[src/rtl/fv_pkg.sv]
package fv_pkg;

  typedef enum logic [2:0] {
    SEG_RHDR = 3'd0,
    SEG_RDAT = 3'd1,
    SEG_RFTR = 3'd2,
    SEG_WHDR = 3'd3,
    SEG_WDAT = 3'd4,
    SEG_WFTR = 3'd5
  } seg_e;

  typedef enum logic [2:0] {
    OP_NOP         = 3'd0,
    OP_SINGLE      = 3'd1,
    OP_RUN_FOREVER = 3'd2,
    OP_RUN_COUNT   = 3'd3,
    OP_ABORT       = 3'd4,
    OP_CLR_ERR     = 3'd5,
    OP_CLR_STAT    = 3'd6
  } op_e;

  // Strobes from control to datapath
  typedef struct packed {
    seg_e seg;       // flash record segment in progress
    logic doIssue;   // byte strobe cycle
    logic doUse;     // byte data cycle
    logic start;     // begin single frame at current index
    logic restart;   // begin pass sequence at frame 0
    logic frameEnd;  // close out the current frame
    logic errClr;
    logic statClr;
  } strobe_t;

endpackage

[src/rtl/fv_datapath.sv]
module fv_datapath
  import fv_pkg::*;
#(
  parameter int NUM_FRAMES  = 936,
  parameter int FRAME_BYTES = 16,
  parameter int HDR_BYTES   = 2,
  parameter int FTR_BYTES   = 2,
  parameter int CNT_W       = 16,
  localparam int REC      = HDR_BYTES + FRAME_BYTES + FTR_BYTES,
  localparam int FRAME_W  = $clog2(NUM_FRAMES),
  localparam int IDX_W    = $clog2(FRAME_BYTES),
  localparam int FLASH_AW = $clog2(2 * NUM_FRAMES * REC)
) (
  input  logic                clk,
  input  logic                rstN,
  input  strobe_t             st,
  output logic                flashRd,
  output logic [FLASH_AW-1:0] flashAddr,
  input  logic [7:0]          flashData,
  output logic                cfgRd,
  input  logic [7:0]          cfgRdata,
  output logic                cfgWr,
  output logic [7:0]          cfgWdata,
  input  logic [IDX_W-1:0]    bufAddr,
  output logic [7:0]          bufData,
  output logic                lastByte,
  output logic                mismatch,
  output logic                lastFrame,
  output logic [FRAME_W-1:0]  curFrame,
  output logic [FRAME_W-1:0]  lastErrFrame,
  output logic [CNT_W-1:0]    errCount,
  output logic [CNT_W-1:0]    cycleCount,
  output logic                errSeen
);

  localparam logic [FLASH_AW-1:0] WR_BASE   = FLASH_AW'(NUM_FRAMES * REC);
  localparam logic [FLASH_AW-1:0] REC_A     = FLASH_AW'(REC);
  localparam logic [FLASH_AW-1:0] DAT_OFF   = FLASH_AW'(HDR_BYTES);
  localparam logic [FLASH_AW-1:0] FTR_OFF   = FLASH_AW'(HDR_BYTES + FRAME_BYTES);
  localparam logic [FRAME_W-1:0]  FRAME_MAX = FRAME_W'(NUM_FRAMES - 1);

  logic [IDX_W-1:0]    byteIdx;
  logic [IDX_W-1:0]    segLast;
  logic [FLASH_AW-1:0] segOff;
  logic [FLASH_AW-1:0] regionBase;
  logic                isWrite;
  logic                isReadData;
  logic [7:0]          frameBuf [FRAME_BYTES];

  assign isWrite     = (st.seg == SEG_WHDR) || (st.seg == SEG_WDAT) || (st.seg == SEG_WFTR);
  assign isReadData  = (st.seg == SEG_RDAT);
  assign lastFrame   = (curFrame == FRAME_MAX);

  always_comb begin
    case (st.seg)
      SEG_RHDR, SEG_WHDR: begin segLast = IDX_W'(HDR_BYTES - 1);   segOff = '0;      end
      SEG_RDAT, SEG_WDAT: begin segLast = IDX_W'(FRAME_BYTES - 1); segOff = DAT_OFF; end
      default:            begin segLast = IDX_W'(FTR_BYTES - 1);   segOff = FTR_OFF; end
    endcase
  end

  assign lastByte   = (byteIdx == segLast);
  assign regionBase = isWrite ? WR_BASE : '0;
  assign flashAddr  = regionBase + FLASH_AW'(curFrame) * REC_A + segOff + FLASH_AW'(byteIdx);
  assign flashRd    = st.doIssue;
  assign cfgRd      = st.doIssue && isReadData;
  assign cfgWr      = st.doUse && !isReadData;
  assign cfgWdata   = flashData;

  // byte walk and mismatch capture
  always_ff @(posedge clk) begin
    if (!rstN) begin
      byteIdx  <= '0;
      mismatch <= 1'b0;
    end else if (st.start || st.restart || st.frameEnd) begin
      byteIdx  <= '0;
      mismatch <= 1'b0;
    end else if (st.doUse) begin
      byteIdx <= lastByte ? '0 : byteIdx + 1'b1;
      if (isReadData && (cfgRdata != flashData)) mismatch <= 1'b1;
    end
  end

  always_ff @(posedge clk) begin
    if (st.doUse && isReadData) frameBuf[byteIdx] <= cfgRdata;
  end

  assign bufData = (32'(bufAddr) < FRAME_BYTES) ? frameBuf[bufAddr] : 8'h00;

  // frame index
  always_ff @(posedge clk) begin
    if (!rstN)            curFrame <= '0;
    else if (st.restart)  curFrame <= '0;
    else if (st.frameEnd) curFrame <= lastFrame ? '0 : curFrame + 1'b1;
  end

  // error group
  always_ff @(posedge clk) begin
    if (!rstN || st.errClr) begin
      errCount     <= '0;
      lastErrFrame <= '0;
      errSeen      <= 1'b0;
    end else if (st.frameEnd && mismatch) begin
      if (errCount != '1) errCount <= errCount + 1'b1;
      lastErrFrame <= curFrame;
      errSeen      <= 1'b1;
    end
  end

  // pass counter
  always_ff @(posedge clk) begin
    if (!rstN || st.statClr) cycleCount <= '0;
    else if (st.frameEnd && lastFrame && (cycleCount != '1)) cycleCount <= cycleCount + 1'b1;
  end

  a_r8_frame_in_range: assert property (@(posedge clk) disable iff (!rstN)
    (curFrame <= FRAME_MAX) && (lastErrFrame <= FRAME_MAX));

  a_r2_port_exclusive: assert property (@(posedge clk) disable iff (!rstN)
    !(cfgRd && cfgWr));

  a_r11_err_no_wrap: assert property (@(posedge clk) disable iff (!rstN)
    !st.errClr |=> errCount >= $past(errCount));

  a_r11_cyc_no_wrap: assert property (@(posedge clk) disable iff (!rstN)
    !st.statClr |=> cycleCount >= $past(cycleCount));

  a_r5_one_per_frame: assert property (@(posedge clk) disable iff (!rstN)
    !st.errClr |=> (errCount - $past(errCount)) <= CNT_W'(1));

endmodule

[src/rtl/fv_control.sv]
module fv_control
  import fv_pkg::*;
#(
  parameter int REP_W = 16
) (
  input  logic             clk,
  input  logic             rstN,
  input  logic             cmdValid,
  input  logic [2:0]       cmdOp,
  input  logic [REP_W-1:0] cmdCount,
  input  logic             lastByte,
  input  logic             mismatch,
  input  logic             lastFrame,
  output strobe_t          st,
  output logic             busy,
  output logic             runDone,
  output logic             runAborted
);

  typedef enum logic [1:0] {S_IDLE, S_ISSUE, S_USE, S_FEND} state_e;
  typedef enum logic [1:0] {M_SINGLE, M_FOREVER, M_COUNT} mode_e;

  state_e           state, stateNext;
  mode_e            mode, modeNext;
  seg_e             seg, segNext;
  logic [REP_W-1:0] remain, remainNext;
  logic             abortPend;
  logic             abortCmd;
  logic             doneSet, abortSet;

  assign busy     = (state != S_IDLE);
  assign abortCmd = cmdValid && (cmdOp == OP_ABORT);

  always_comb begin
    st         = '0;
    st.seg     = seg;
    st.errClr  = cmdValid && (cmdOp == OP_CLR_ERR);
    st.statClr = cmdValid && (cmdOp == OP_CLR_STAT);
    stateNext  = state;
    modeNext   = mode;
    segNext    = seg;
    remainNext = remain;
    doneSet    = 1'b0;
    abortSet   = 1'b0;
    case (state)
      S_IDLE: begin
        if (cmdValid) begin
          case (cmdOp)
            OP_SINGLE: begin
              modeNext = M_SINGLE; segNext = SEG_RHDR; stateNext = S_ISSUE; st.start = 1'b1;
            end
            OP_RUN_FOREVER: begin
              modeNext = M_FOREVER; segNext = SEG_RHDR; stateNext = S_ISSUE; st.restart = 1'b1;
            end
            OP_RUN_COUNT: begin
              if (cmdCount != '0) begin
                modeNext = M_COUNT; segNext = SEG_RHDR; stateNext = S_ISSUE;
                remainNext = cmdCount; st.restart = 1'b1;
              end
            end
            default: ;
          endcase
        end
      end
      S_ISSUE: begin
        st.doIssue = 1'b1;
        stateNext  = S_USE;
      end
      S_USE: begin
        st.doUse  = 1'b1;
        stateNext = S_ISSUE;
        if (lastByte) begin
          case (seg)
            SEG_RHDR: segNext = SEG_RDAT;
            SEG_RDAT: segNext = SEG_RFTR;
            SEG_RFTR: if (mismatch) segNext = SEG_WHDR; else stateNext = S_FEND;
            SEG_WHDR: segNext = SEG_WDAT;
            SEG_WDAT: segNext = SEG_WFTR;
            default:  stateNext = S_FEND;
          endcase
        end
      end
      default: begin
        st.frameEnd = 1'b1;
        segNext     = SEG_RHDR;
        stateNext   = S_ISSUE;
        if (mode == M_SINGLE) begin
          stateNext = S_IDLE; doneSet = 1'b1;
        end else if (abortPend || abortCmd) begin
          stateNext = S_IDLE; abortSet = 1'b1;
        end else if ((mode == M_COUNT) && lastFrame) begin
          if (remain == REP_W'(1)) begin
            stateNext = S_IDLE; doneSet = 1'b1;
          end else begin
            remainNext = remain - 1'b1;
          end
        end
      end
    endcase
  end

  always_ff @(posedge clk) begin
    if (!rstN) begin
      state  <= S_IDLE;
      mode   <= M_SINGLE;
      seg    <= SEG_RHDR;
      remain <= '0;
    end else begin
      state  <= stateNext;
      mode   <= modeNext;
      seg    <= segNext;
      remain <= remainNext;
    end
  end

  always_ff @(posedge clk) begin
    if (!rstN || (state == S_IDLE) || (stateNext == S_IDLE)) abortPend <= 1'b0;
    else if (abortCmd) abortPend <= 1'b1;
  end

  always_ff @(posedge clk) begin
    if (!rstN) begin
      runDone    <= 1'b0;
      runAborted <= 1'b0;
    end else begin
      if (doneSet)         runDone <= 1'b1;
      else if (st.statClr) runDone <= 1'b0;
      if (abortSet)        runAborted <= 1'b1;
      else if (st.statClr) runAborted <= 1'b0;
    end
  end

  a_r3_single_stops: assert property (@(posedge clk) disable iff (!rstN)
    (state == S_FEND && mode == M_SINGLE) |=> (!busy && runDone));

  a_r7_abort_at_boundary: assert property (@(posedge clk) disable iff (!rstN)
    (state == S_FEND && mode != M_SINGLE && abortPend) |=> (!busy && runAborted));

  a_r4_rewrite_needs_mismatch: assert property (@(posedge clk) disable iff (!rstN)
    (state == S_ISSUE && seg == SEG_WHDR) |-> mismatch);

  a_r12_busy_keeps_mode: assert property (@(posedge clk) disable iff (!rstN)
    (busy && cmdValid && cmdOp != OP_NOP) |=> (mode == $past(mode)));

endmodule

[src/rtl/frame_scrubber.sv]
module frame_scrubber
  import fv_pkg::*;
#(
  parameter int N_IOB       = 8,
  parameter int N_IOI       = 44,
  parameter int N_CLB       = 748,
  parameter int N_BRI       = 132,
  parameter int N_GCK       = 4,
  parameter int FRAME_BYTES = 16,
  parameter int HDR_BYTES   = 2,
  parameter int FTR_BYTES   = 2,
  parameter int CNT_W       = 16,
  parameter int REP_W       = 16,
  localparam int NUM_FRAMES = N_IOB + N_IOI + N_CLB + N_BRI + N_GCK,
  localparam int REC        = HDR_BYTES + FRAME_BYTES + FTR_BYTES,
  localparam int FRAME_W    = $clog2(NUM_FRAMES),
  localparam int IDX_W      = $clog2(FRAME_BYTES),
  localparam int FLASH_AW   = $clog2(2 * NUM_FRAMES * REC)
) (
  input  logic                clk,
  input  logic                rstN,
  input  logic                cmdValid,
  input  logic [2:0]          cmdOp,
  input  logic [REP_W-1:0]    cmdCount,
  output logic                flashRd,
  output logic [FLASH_AW-1:0] flashAddr,
  input  logic [7:0]          flashData,
  output logic                cfgRd,
  input  logic [7:0]          cfgRdata,
  output logic                cfgWr,
  output logic [7:0]          cfgWdata,
  input  logic [IDX_W-1:0]    bufAddr,
  output logic [7:0]          bufData,
  output logic                busy,
  output logic                runDone,
  output logic                runAborted,
  output logic                errSeen,
  output logic [FRAME_W-1:0]  curFrame,
  output logic [FRAME_W-1:0]  lastErrFrame,
  output logic [CNT_W-1:0]    errCount,
  output logic [CNT_W-1:0]    cycleCount
);

  strobe_t st;
  logic    lastByte, mismatch, lastFrame;

  fv_control #(.REP_W(REP_W)) uCtrl (
    .clk(clk), .rstN(rstN), .cmdValid(cmdValid), .cmdOp(cmdOp), .cmdCount(cmdCount),
    .lastByte(lastByte), .mismatch(mismatch), .lastFrame(lastFrame),
    .st(st), .busy(busy), .runDone(runDone), .runAborted(runAborted)
  );

  fv_datapath #(
    .NUM_FRAMES(NUM_FRAMES), .FRAME_BYTES(FRAME_BYTES), .HDR_BYTES(HDR_BYTES),
    .FTR_BYTES(FTR_BYTES), .CNT_W(CNT_W)
  ) uData (
    .clk(clk), .rstN(rstN), .st(st),
    .flashRd(flashRd), .flashAddr(flashAddr), .flashData(flashData),
    .cfgRd(cfgRd), .cfgRdata(cfgRdata), .cfgWr(cfgWr), .cfgWdata(cfgWdata),
    .bufAddr(bufAddr), .bufData(bufData),
    .lastByte(lastByte), .mismatch(mismatch), .lastFrame(lastFrame),
    .curFrame(curFrame), .lastErrFrame(lastErrFrame),
    .errCount(errCount), .cycleCount(cycleCount), .errSeen(errSeen)
  );

endmodule

[config.mk]
export PLATFORM = sky130hd
export DESIGN_NAME = frame_scrubber
export DESIGN_NICKNAME = d
export VERILOG_FILES = /design/src/rtl/fv_pkg.sv /design/src/rtl/fv_datapath.sv /design/src/rtl/fv_control.sv /design/src/rtl/frame_scrubber.sv
export SDC_FILE = /design/constraint.sdc
export NUM_CORES = 1
export LEC_CHECK = 0
export ABC_AREA = 0
export CAP_MARGIN = 20
export CORE_ASPECT_RATIO = 2
export CORE_UTILIZATION = 50
export DETAILED_ROUTE_END_ITERATION = 16
export PLACE_DENSITY = 0.81
export SLEW_MARGIN = 20
export SYNTH_ARGS = -nofsm -noshare
export SYNTH_HDL_FRONTEND = slang
export SYNTH_SLANG_ARGS = --single-unit
[constraint.sdc]
create_clock -name clk -period 10.7 [get_ports clk]
set_input_delay 2.14 -clock clk [delete_from_list [all_inputs] [get_ports clk]]
set_output_delay 2.14 -clock clk [all_outputs]
set_load 0.05 [all_outputs]
==> flow_summary.ini, run 1 <==
[power]
p_sw_mw = 0.4415
pwr-share-clk_pct = 39.6
p_comb_share_pct = 11.8
switching_share_pct = 24.47
irDropWorstVdd_v = 0.0001116
power.density_mw_per_mm2 = 145.1
p_leak_nw = 4.409
seqPwrFrac_pct = 48.6
cell_internal_pwr_mw = 1.363
power.total_mw = 1.805

[worst_hold_path]
hold_path.class = flip-flop to flip-flop

[placement]
port_buffers = 132
dp_hpwl_um = 18430
pre_cts_slack_ns = 3.736
place_congestion = 0.8549

[critical_path]
crit_type = primary input to output pin
worstSetupStartpointType = primary input
critical_path.max_fanout = 32
arrival_ns = 4.67
cp_data_required_time_ns = 8.56
endpoint_kind = output pin

[yosys]
synth_top_family_by_area = simple AND/OR/NAND/NOR gates
syn_nets = 947
synth_compound_area_share_pct = 9.323
synth_edf_count = 128
postSynthCellCount = 865
ys_ff_latch = 212
yosys.area.top_type = edfxtp_1
synthXorXnorAreaFrac_pct = 5.282
synth_cell_types = 69
synth_area_leaders = edfxtp_1 (37%), dfxtp_1 (16%), mux4_2 (8.8%)
synth_simple_gate_area_share_pct = 14.17
synth.area.mux_share_pct = 9.360
ys_async_sr_fraction_pct = 0
synth_fa_ha_area_share_pct = 5.015
synth_top_area_share_pct = 37.39
synthesis.area_mm2 = 0.01028
ys_seq_area_share_pct = 53.75
syn-mean-instance-area_um2 = 11.88
synth_ff_type = edfxtp_1
ys_warn_count = 0

[cts]
ctsResizeCount = 0
cts_tree = built
clkSinkCount = 212
clk_pin_slew_ns = 0.06
cts_made_buffers = 20
clock_path_buffers = 3
htreeDepth = 1
clkLatencyLatePin_ns = 0.49
cts_hold_buf = 0
post_cts_buffers = 0
cts_root_buf = clkbuf_16

[floorplanning]
die_area_mm2 = 0.02117
design.core.area_mm2 = 0.02000
fp-row-count = 73
die_w_um = 103.4
die_y_um = 204.8
design.portCount = 133
start_util_pct = 51.39

[timing]
period_share_pct = 63.69
fin_setup_tns_ns = 0
fin_worst_skew_ns = 0.01320
fin_crit_ns = 6.815
setup_ws_ns = 3.885
final_hold_viol_count = 0
finalSetupViolCount = 0
slew_headroom_pct = 23.33
hold_ws_ns = 0.4544
max_freq_mhz = 146.7
tightest_slew_ns = 1.146
slew_violations = 0
rsz0062_at_grt = false

[detailed_routing]
first_iter_violations = 370
vias_per_cell = 5.869
detail_route.wl_per_cell_um = 20.50
vias = 7365
drc = 0
ant_nets = 0
first_pass_iters = 5
wirelength_um = 25720

[status]
outcome = complete, no violations

[global_route]
grt_pass1_wl_um = 39590
grt_usage_pct = 25.10
antenna_found_initial = 0
grt_max_degree = 48
grt_pass1_vias = 7395
grt.overflow.total = 0

[flow_run]
drv_cap = 0

[layout]
nFillCells = 1536
n_antenna_cell = 0
drive_gt1_share_pct = 10.78
final_nets = 1061
fin_util_pct = 62.16
syn_to_final_growth_pct = 20.96
==> sequential cells by signal, indices dropped and copies added (netlist names), 2 cells and up <==
name	count
uData.frameBuf	128
uCtrl.remain	16
uData.cycleCount	16
uData.errCount	16
uData.curFrame	10
uData.lastErrFrame	10
uData.byteIdx	4
uCtrl.seg	3
uCtrl.mode	2
uCtrl.state	2
==> cell type report <==
cell class | instances | area, um2 | share of cell area, %
Timing Repair Buffer | 138 | 1364 | 10.97
Sequential cell | 212 | 5525 | 44.44
Clock inverter | 13 | 130.1 | 1.046
Multi-Input combinational cell | 582 | 4461 | 35.87
Tap cell | 262 | 327.8 | 2.636
Clock buffer | 23 | 533.0 | 4.287
Inverter | 25 | 93.84 | 0.7547
==> layer usage <==
layer	share of wire (%)	routed length (um)	vias up	GRT usage [%]
met5	0	0	-	0
met4	6.5	1664	0	15.49
met3	5.9	1511	89	4.094
met2	54	13950	296	45.86
met1	33	8594	3524	25.72
li1	-	-	3456	-
==> cells in the mapped netlist (4+ instances only) <==
| cell | number |
|---|---|
| edfxtp_1 | 128 |
| nor2_1 | 91 |
| dfxtp_1 | 84 |
| nand2_1 | 72 |
| a21oi_1 | 40 |
| mux4_2 | 40 |
| ha_1 | 38 |
| xor2_1 | 38 |
| o21ai_0 | 35 |
| clkbuf_1 | 26 |
| inv_1 | 24 |
| xnor2_1 | 24 |
| nand3_1 | 22 |
| nor3_1 | 16 |
| nor4_1 | 14 |
| and3_1 | 13 |
| buf_4 | 10 |
| nand4_1 | 9 |
| a31o_2 | 8 |
| nand2b_1 | 8 |
| nor2b_1 | 7 |
| or3_1 | 7 |
| and4_1 | 6 |
| buf_2 | 6 |
| o211ai_1 | 6 |
| o21a_1 | 6 |
| a21o_1 | 5 |
| and2_1 | 5 |
| mux2i_1 | 5 |
| or2_2 | 5 |
| a31oi_1 | 4 |
| nand3b_1 | 4 |
| nand4b_1 | 4 |
| o31ai_1 | 4 |
==> cell usage in the layout (no fill, tap or decap), types with 6 or more instances in the layout <==
master	Yosys	routed
o211ai_1	6	6
nand2_1	72	72
nor2b_1	7	7
a21oi_1	40	40
and4_1	6	6
buf_4	10	7
edfxtp_1	128	128
and3_1	13	13
o21a_1	6	6
a31o_2	8	8
clkbuf_16	0	21
o21ai_0	35	35
nor2_1	91	91
inv_1	24	24
xor2_1	38	38
or3_1	7	7
nor3_1	16	12
nand2b_1	8	8
dfxtp_1	84	84
nand4_1	9	9
nand3_1	22	22
nor4_1	14	14
clkdlybuf4s50_1	0	131
mux4_2	40	40
xnor2_1	24	24
ha_1	38	38
==> final timing paths <==
kind                         start                     to  slack [ns]  cells after the start
min          uData.lastErrFrame[9]  uData.lastErrFrame[9]        0.45                      2
max reg2reg         uCtrl.state[0]   uData.frameBuf[4][1]        7.17                      6
max                     bufAddr[1]             bufData[5]        3.89                      5
min reg2reg  uData.lastErrFrame[9]  uData.lastErrFrame[9]        0.45                      2
==> worst max-delay path, stage by stage <==
cell and delay, ns:
clkdlybuf4s50_1 0.46, buf_4 0.39, mux4_2 0.39, mux4_2 0.48, clkdlybuf4s50_1 0.80
==> cell families (layout without fill, tap and decap cells) <==
group	after synthesis	count (layout)
DFF	212	212
xor gates and xnor gates	62	62
muxes	46	46
adders and majority gates	40	40
AOI/OAI and AO/OA	141	141
and+or+nand+nor	293	293
buffers and inverters	71	199
==> power by group through the flow <==
stage	Clock (mW)	Combinational [mW]	Sequential, mW
final	0.714	0.214	0.877
after global routing	0.753	0.233	0.877
after CTS	0.724	0.214	0.877
after detailed placement	0	0.212	0.895
after global placement	0	0.209	0.895
after floorplan	0	0.149	0.893
==> stage by stage <==
step           std cells  area [um2]
2_1_floorplan        865       10280
3_3_place_gp        1218       11760
3_5_place_dp        1219       11770
4_1_cts             1255       12430
5_1_grt             1255       12430
6_report            1255       12430
Note: power is estimated with default switching activity, not from simulation.
==> run 2, diff against run 1 <==
- clock period: 10.7 -> 6.8 ns (I/O delays scaled with it)
==> run 2 against run 1 <==
Global-route usage fell by 0.58 points. Power rose by 52%. Wire length fell by 3.4%. Count of clock-buffer cells in the layout rose by 1. First-iteration DRC count fell by 34%. Non-clock buffer count rose by 2. Critical path depth rose by 8. Die area did not move. Critical path type is now flip-flop to output pin. Largest cell class unchanged. Largest power group unchanged.
==> flow_summary.ini, run 2 (synthesis results as in run 1) <==
[critical_path]
worstSetupStartpointType = flip-flop
crit_chain = ha_1 -> ha_1 -> inv_1 -> fa_1 -> nor2b_1 -> o2111ai_1 -> nand3b_1 -> xor2_1 -> ha_1 -> nand4b_1 -> a2111oi_0 -> xor2_1 -> clkdlybuf4s50_1
crit_buf_inv = 2
slowest_stage = clkdlybuf4s50_1
arrival_ns = 4.49
crit_type = flip-flop to output pin
crit_family = adder cells
cp_data_required_time_ns = 5.44
crit_path_max_incr_delay_ns = 0.88
endpoint_kind = output pin
critical_path.max_fanout = 8
worst_path_most_repeated_cell = ha_1

[power]
power.density_mw_per_mm2 = 222.1
p_leak_nw = 4.381
irDropWorstVdd_v = 0.0002071

[placement]
place_congestion = 0.8757
dp_hpwl_um = 18370
port_buffers = 132

[cts]
clkLatencyLatePin_ns = 0.49
htreeDepth = 1
cts_hold_buf = 0
clkSinkCount = 212
cts_root_buf = clkbuf_16
ctsResizeCount = 0
clock_path_buffers = 3
post_cts_buffers = 0
cts_tree = built
clk_pin_slew_ns = 0.07
cts_made_buffers = 19

[floorplanning]
design.portCount = 133
design.core.area_mm2 = 0.02000
die_area_mm2 = 0.02117
die_w_um = 103.4
die_y_um = 204.8
start_util_pct = 51.39
fp-row-count = 73

[global_route]
grt.overflow.total = 0
grt_max_degree = 48
grt_pass1_vias = 7464
grt_usage_pct = 24.52
antenna_found_initial = 0
grt_pass1_wl_um = 39000

[layout]
largest-register = uData.frameBuf
final_nets = 1062
syn_to_final_growth_pct = 20.41
n_antenna_cell = 0
nFillCells = 1540
drive_gt1_share_pct = 10.67
layout_common_cells = clkdlybuf4s50_1 (131), edfxtp_1 (128), nor2_1 (91), dfxtp_1 (84), nand2_1 (72)
largest_reg_flops = 128
multi_input_area_mm2 = 0.004459
layout_commonest_cell = clkdlybuf4s50_1
ff_latch_area_mm2 = 0.005525

[detailed_routing]
first_pass_iters = 4
detail_route.wl_per_cell_um = 19.80
ant_nets = 0
first_iter_violations = 246
vias_per_cell = 5.847
wirelength_um = 24850
drc = 0
vias = 7338

[flow_run]
drv_cap = 0

[timing]
fin_worst_skew_ns = 0.02070
max_freq_mhz = 170.9
period_share_pct = 86.06
slew_violations = 0
rsz0062_at_grt = false
fin_setup_tns_ns = 0
hold_ws_ns = 0.4608
slew_headroom_pct = 28.11
finalSetupViolCount = 0
fin_crit_ns = 5.852
tightest_slew_ns = 1.072
final_hold_viol_count = 0

[worst_hold_path]
hold_path.class = flip-flop to flip-flop

[status]
outcome = complete, no violations
[run 2: cell types whose count changed in the layout (fill, tap and decap cells not counted), sizes merged]
cell / change
inv: -2
buf: +2
clkinv: +1
clkinvlp: -1
clkbuf: +1
bufinv: -1
[run 2: power by group]
group          internal, mW  leakage (nW)  switching [mW]
combinational         0.130          2.26           0.209
clock                 0.571         0.291           0.459
sequential             1.37          1.83          0.0120
[run 2: path summary, 6_finish.rpt]
| check | from | endpoint | slack [ns] | cells after the start |
|---|---|---|---|---|
| worst max-delay path | uData.curFrame[0] | flashAddr[14] | 0.95 | 13 |
| worst min-delay path | uData.lastErrFrame[2] | uData.lastErrFrame[2] | 0.46 | 2 |
| worst max register to register | uCtrl.state[0] | uData.frameBuf[0][5] | 3.34 | 6 |
| worst min register to register | uData.lastErrFrame[2] | uData.lastErrFrame[2] | 0.46 | 2 |
[run 2: worst reg2reg max path: stages, from the launching register on]
cell	delay, ns
dfxtp_1	0.36
inv_1	0.11
ha_1	0.37
inv_1	0.18
nor4_1	0.86
nand2_1	0.31
nor3_2	0.88
[run 2: stage by stage]
step,total power [mW],utilization [%],area (um2),setup slack (ns),cells
floorplan,1.641,-,10280,1.643,865
global placement,1.738,58.86,11770,1.583,1221
detailed placement,1.743,58.86,11770,1.494,1221
CTS,2.770,61.84,12370,0.9518,1255
global route,2.847,61.88,12380,0.6216,1255
finish,2.749,61.88,12380,0.9480,1255
[run 2: layer usage]
layer | vias to the layer above | GRT usage, % | share of wire, %
met5 | - | 0 | 0
met4 | 0 | 12.88 | 5.1
met3 | 78 | 3.446 | 4.5
met2 | 224 | 46.97 | 57
met1 | 3585 | 24.43 | 33
li1 | 3451 | - | -
[run 2: cell type report]
| type | instances | share of cell area [%] |
|---|---|---|
| Clock buffer | 24 | 4.074 |
| Clock inverter | 10 | 0.7379 |
| Inverter | 25 | 0.7581 |
| Multi-Input combinational cell | 582 | 36.03 |
| Sequential cell | 212 | 44.64 |
| Tap cell | 262 | 2.648 |
| Timing Repair Buffer | 140 | 11.12 |
==> run 3, diff against run 2 <==
- SKIP_CTS_REPAIR_TIMING: unset -> 1
==> results of run 3 <==
The final DEF is identical to that of run 2; final timing and power are the same.
